--- config.mk ---
export PLATFORM = sky130hd
export DESIGN_NAME = agu_scaled_index
export DESIGN_NICKNAME = d
export VERILOG_FILES = /design/src/rtl/agu_scaled_index.sv
export SDC_FILE = /design/constraint.sdc
export NUM_CORES = 1
export LEC_CHECK = 0
export BUFFER_PORTS_ARGS = -buffer_cell sky130_fd_sc_hd__buf_2
export CAP_MARGIN = 20
export CORE_ASPECT_RATIO = 0.5
export CORE_UTILIZATION = 35
export CTS_CLUSTER_DIAMETER = 60
export DETAILED_ROUTE_END_ITERATION = 10
export PLACE_DENSITY = 0.58
export SYNTH_ARGS = -nofsm -noshare
export SYNTH_HDL_FRONTEND = slang
export SYNTH_SLANG_ARGS = --single-unit
--- constraint.sdc ---
create_clock -name clk -period 12.8 [get_ports clk]
set_input_delay 1.92 -clock clk [delete_from_list [all_inputs] [get_ports clk]]
set_output_delay 1.92 -clock clk [all_outputs]
set_load 0.01 [all_outputs]
--- src/rtl/agu_scaled_index.sv ---
module agu_scaled_index #(
  parameter int AW = 32,
  parameter int NARROW_W = 8,
  parameter int SCALE_W = 2
) (
  input  logic               clk,
  input  logic               rst_n,
  input  logic               in_valid,
  input  logic [1:0]         mode,
  input  logic               lea,
  input  logic               update,
  input  logic [AW-1:0]      base,
  input  logic [AW-1:0]      index,
  input  logic [SCALE_W-1:0] scale,
  input  logic [AW-1:0]      disp,
  input  logic               disp_wide,
  output logic               out_valid,
  output logic [AW-1:0]      addr,
  output logic               mem_req,
  output logic               res_valid,
  output logic [AW-1:0]      res_data,
  output logic               base_we,
  output logic [AW-1:0]      base_data
);
  localparam int EXT_W = AW - NARROW_W;

  typedef enum logic [1:0] {
    M_BASE_DISP   = 2'b00,
    M_BASE_INDEX  = 2'b01,
    M_SCALED      = 2'b10,
    M_SCALED_DISP = 2'b11
  } mode_e;

  logic [AW-1:0] disp_ext, scaled_idx, ea;

  assign disp_ext   = disp_wide ? disp : {{EXT_W{disp[NARROW_W-1]}}, disp[NARROW_W-1:0]};
  assign scaled_idx = index << scale;

  always_comb begin
    unique case (mode_e'(mode))
      M_BASE_DISP:   ea = base + disp_ext;
      M_BASE_INDEX:  ea = base + index;
      M_SCALED:      ea = base + scaled_idx;
      M_SCALED_DISP: ea = base + scaled_idx + disp_ext;
      default:       ea = base;
    endcase
  end

  always_ff @(posedge clk) begin
    if (!rst_n) begin
      out_valid <= 1'b0;
      mem_req   <= 1'b0;
      res_valid <= 1'b0;
      base_we   <= 1'b0;
      addr      <= '0;
      res_data  <= '0;
      base_data <= '0;
    end else begin
      out_valid <= in_valid;
      mem_req   <= in_valid & ~lea;
      res_valid <= in_valid & lea;
      base_we   <= in_valid & update;
      if (in_valid) begin
        addr <= ea;
        if (lea)    res_data  <= ea;
        if (update) base_data <= ea;
      end
    end
  end

  a_r11_valid_follows: assert property (@(posedge clk) disable iff (!rst_n)
    in_valid |=> out_valid);
  a_r11_idle_quiet: assert property (@(posedge clk) disable iff (!rst_n)
    !in_valid |=> !out_valid && !mem_req && !res_valid && !base_we);
  a_r8_mem_path: assert property (@(posedge clk) disable iff (!rst_n)
    in_valid && !lea |=> mem_req && !res_valid);
  a_r9_lea_path: assert property (@(posedge clk) disable iff (!rst_n)
    in_valid && lea |=> !mem_req && res_valid && res_data == addr);
  a_r10_update: assert property (@(posedge clk) disable iff (!rst_n)
    in_valid && update |=> base_we && base_data == addr);
  a_r3_base_index: assert property (@(posedge clk) disable iff (!rst_n)
    in_valid && mode == 2'b01 |=> addr == $past(base) + $past(index));
  a_r2_base_disp_wide: assert property (@(posedge clk) disable iff (!rst_n)
    in_valid && mode == 2'b00 && disp_wide |=> addr == $past(base) + $past(disp));
endmodule

=== Yosys cells after proc, flatten, opt, wreduce, memory -nomap -nowiden ===
Index checks and enable logic that the tools add are counted.

* Bits in registers: 100
* Output and inout bits: 100
* Word-level logic and storage cells: 24

* Add/sub/neg operators: 4
* Equality and inequality tests: 3
* Shift-type cells: 1
* Muxes and demuxes: 2
* Bitwise operators: 4
* Reduce and logical (&&, ||, !) cells: 3

{| class="wikitable"
|+ Operators with widths
! operator !! count
|-
| $add 32x32->32 || 4
|-
| $pmux 32 s4 || 1
|-
| $mux 32 || 1
|-
| $shl 32x2->32 || 1
|-
| $eq 2x2->1 const B || 2
|-
| $reduce_and 2->1 || 2
|-
| $and 1x1->1 || 3
|-
| $eq 2x1->1 const B || 1
|-
| $logic_not 2->1 || 1
|-
| $not 1->1 || 1
|}

=== Longest topological paths before layout ===
* Word-level depth: 4
* Mapped depth: 25
* Mapped depth without buffers: 22

=== Least setup slack after synthesis ===
Ideal clock, no wire load.

* Kind: input to register
* Start: input scale[0]
* End: register addr[29]
* Arrival: 7.361 ns
* Required time: 12.713 ns
* Slack: 5.352 ns
* Stages: 23
* Buffers on the path: 4
* Cells stage by stage: buf_2 -> buf_1 -> mux4_2 -> ha_1 -> clkbuf_1 -> a21o_1 -> a21o_2 -> a2111oi_0 -> nor2_1 -> a41oi_1 -> xnor2_1 -> mux2_2 -> ha_1 -> clkbuf_1 -> a21oi_1 -> o21ai_0 -> o31ai_1 -> a21oi_1 -> a2111oi_0 -> a311oi_1 -> xor2_1 -> and2_1 -> o31ai_1

* Word-level cells in the longest chain between the ends: 4

{| class="wikitable"
|+ Ends and longest elaborated chain
! what !! line !! RTL
|-
| start: declaration || 14 || <nowiki>input logic [SCALE_W-1:0] scale,</nowiki>
|-
| $shl 32x2->32 * || 37 || <nowiki>assign scaled_idx = index << scale;</nowiki>
|-
| $add 32x32->32 * || 43, 44 ||
|-
| $add 32x32->32 || 44 || <nowiki>M_SCALED_DISP: ea = base + scaled_idx + disp_ext;</nowiki>
|-
| $pmux 32 s4 * || 40 || <nowiki>unique case (mode_e'(mode))</nowiki>
|-
| end signal: assignment || 55 || <nowiki>addr <= '0;</nowiki>
|-
| end signal: assignment || 64 || <nowiki>addr <= ea;</nowiki>
|-
| end: declaration || 18 || <nowiki>output logic [AW-1:0] addr,</nowiki>
|}

Mark *: on every way between the ends. The rest lies on a longest branch, timed or not.
A chain may end at the register's enable or synchronous reset.

=== Final worst setup path ===
* Start: input scale[0]
* End: register base_data[29]

* Word-level cells in the longest chain between the ends: 4

{| class="wikitable"
|+ Ends and longest elaborated chain
! what !! line !! RTL
|-
| $shl 32x2->32 * || 37 ||
|-
| $add 32x32->32 * || 43, 44 ||
|-
| $add 32x32->32 || 44 ||
|-
| $pmux 32 s4 * || 40 ||
|-
| end signal: assignment || 57 || <nowiki>base_data <= '0;</nowiki>
|-
| end signal: assignment || 66 || <nowiki>if (update) base_data <= ea;</nowiki>
|-
| end: declaration || 23 || <nowiki>output logic [AW-1:0] base_data</nowiki>
|}

Marks and branches as above.

==> impl_results.md <==
* Cts bufs inserted at 9
* Post-synth top area cell: dfxtp_1
* Drt first pass iters at 8
* CP required at 13.05 ns
* Via density per instance at 5.87
* Number of hold buffers added after cts at 0
* Top FF cell, synth: dfxtp_1
* Crit Path Class: primary input to register
* Synthesized flop and latch total at 100
* Slowest-stage cell, CP: buf_2
* Detailed Route WL at 38500 um
* Max_cap viols at 0
* Routing usage on met2 at 0.338
* Worst-case clock skew at 0 ns
* Height of the die at 125 um
* Fin crit share at 0.598
* Failing checks: DRC
* Measured slew at the worst slew-check pin at 0.973 ns
* Initial antenna violation count at 0
* First-pass GRT wire length at 57900 um
* Post_cts resized at 0
* Pwr Density at 110 mW/mm^2
* Vias in the first global route at 10100
* Antenna Cells at 0
* Detailed-route via count at 11100
* Fillers at 3013
* Most Used Layer, Global Route: met1
* Post-synth EDFFs at 0
* Layout cells sized above 1 at 0.204
* Total GRT Usage at 0.240
* Status: complete, but fails checks
* Gate Count Post-Synth at 1365
* Tot Pwr at 1.33 mW
* Slowest stage delay, CP at 0.72 ns
* Synth async-reset ratio at 0
* Register area at 0.00200 mm^2
* Cell Area, Synth at 0.0106 mm^2
* Fin. Hold Viols at 0
* Worst skew pair latency at 0.34 ns
* Number of port buffers at 205
* Sequential cell area fraction in the yosys report at 0.189
* Post-DRT Antenna Nets at 0
* Die width at 248 um
* Final setup viols at 0
* Critical-path cell list: buf_2, mux4_2, ha_1, a21o_1, a21o_2, a2111oi_0, nor2_1, a41oi_1, xnor2_1, mux2_2, ha_1, a21oi_1, o21ai_0, o31ai_1, a21oi_1, a2111oi_0, a311oi_1, xor2_1, and2_1, o31ai_1
* Clk slew on worst S/H paths at 0.07 ns
* Met1 usage at 0.371
* Maximum fanout along the worst path at 35
* Worst Hold Depth at 2
* Most frequent cells in the layout: buf_2, nand2_1, a21oi_1
* Minimum clock period at 7.65 ns
* Num Clock Sinks at 100
* Routed length per placed instance at 20.3 um
* Critical path depth in cells at 20
* RSZ-0062 raised after global routing: no
* Leak Pwr at 5.36 nW
* Maximum root-to-sink buffer count at 2
* Synth top area share at 0.189
* GP Congestion at 0.927
* Starting Density at 0.360
* Top Ports at 206
* VDD IR max at 0.0000624 V
* CP delay by family, top: compound AO/OA/AOI/OAI gates
* Post-DP HPWL at 30900 um
* Footprint of the multi-input gates at 0.00813 mm^2
* WP data arrival at 7.90 ns
* Fin util at 0.411
* Post-CTS setup buffers at 0
* # DRC at 9
* Final nets at 1708
* Buffers plus inverters on the worst setup path at 1
* Slew Limit Fails at 0
* Synth unique cells at 78
* H-Tree Depth at 3
* Fmax at 131 MHz
* Hold WS at 0.464 ns
* Final TNS setup at 0 ns
* CP startpoint kind: primary input
* Commonest non-fill, non-tap cell in the layout: buf_2
* Max_slew headroom at 0.344
* Die area at 0.0309 mm^2
* Global route total overflow at 0
* Largest cells by area after synthesis: dfxtp_1, ha_1, a21oi_1, mux4_2, nand2_1
* P&R area growth vs syn at 14.2%
* Hold crit path type: register to register
* Core region area at 0.0293 mm^2
* Mean Syn Cell Area at 7.74 um^2
* Clock root buffer: clkbuf_16
* Synthesis Warnings at 0
* Largest net degree at the start of global routing at 70
* Worst Setup End Kind: register
* R2R depth at 3
* Initial DRC Count at 918
* Synthesized Nets at 1574
* Met3 GRT Util at 0.0474
* CTS tree: yes
* Row Count at 44
==> path summary, 6_finish.rpt <==
check,endpoint,slack (ns),start
worst max-delay path,base_data[29],5.15,scale[0]
worst min-delay path,res_data[21],0.46,res_data[21]
worst max register to register,addr[28],11.99,addr[28]
worst min register to register,res_data[21],0.46,res_data[21]
==> cells in the mapped netlist, types with 14 or more instances <==
library cell	count
nor2_1	98
inv_1	24
a21oi_1	132
o211ai_1	17
nand4_1	21
ha_1	100
a31oi_1	24
xnor2_1	45
nor3_1	15
a211oi_1	38
clkbuf_1	71
o21ai_0	101
and3_1	14
nand3_1	54
mux2i_1	14
mux4_2	27
nand2_1	146
and2_1	23
dfxtp_1	100
o31ai_1	18
mux2_2	29
o21bai_1	15
xor2_1	30
a21o_1	45
==> state kept, by name, indices dropped and copies added, names as in the netlist <==
signal / count
addr: 32
out_valid: 1
base_data: 32
mem_req: 1
res_data: 32
res_valid: 1
base_we: 1
==> worst register-to-register path, delay by kind of cell (launching register included) <==
kind	cells	cell delay, ns
AOI/OAI and AO/OA	2	0.25
DFF	1	0.31
and+or+nand+nor	1	0.12
==> power breakdown <==
| part | switching, mW | internal [mW] |
|---|---|---|
| clock | 0.128 | 0.135 |
| combinational | 0.438 | 0.272 |
| sequential | 0.0159 | 0.342 |
==> routing by layer <==
metal	vias up	routed length, um
met5	-	0
met4	0	544
met3	36	3110
met2	421	15400
met1	5314	19500
li1	5361	-
==> through the flow <==
step / cells / setup slack (ns) / instance area [um^2]
finish: 1895 / 5.15 / 12100
global route: 1895 / 4.62 / 12100
CTS: 1895 / 5.22 / 12100
detailed placement: 1879 / 4.86 / 11800
global placement: 1879 / 4.88 / 11800
floorplan: 1365 / 5.35 / 10600
==> kinds of logic after synthesis <==
| kind of cell | after synthesis | synth area share |
|---|---|---|
| AOI/OAI and AO/OA | 478 | 0.290 |
| DFF | 100 | 0.189 |
| and+or+nand+nor | 426 | 0.190 |
| buffers and inverters | 113 | 0.0424 |
| xor gates and xnor gates | 75 | 0.0622 |
| adders and majority gates | 103 | 0.124 |
| muxes | 70 | 0.102 |
==> area by class of cell <==
class | count | share of cell area
flip-flops and latches | 100 | 0.166
multi-input cells | 1152 | 0.674
repair buffers | 211 | 0.0888
clock buffers | 9 | 0.0187
inverters | 25 | 0.00778
well taps | 391 | 0.0405
clock inverters | 7 | 0.00477
Power figures use the tool's default switching activity.
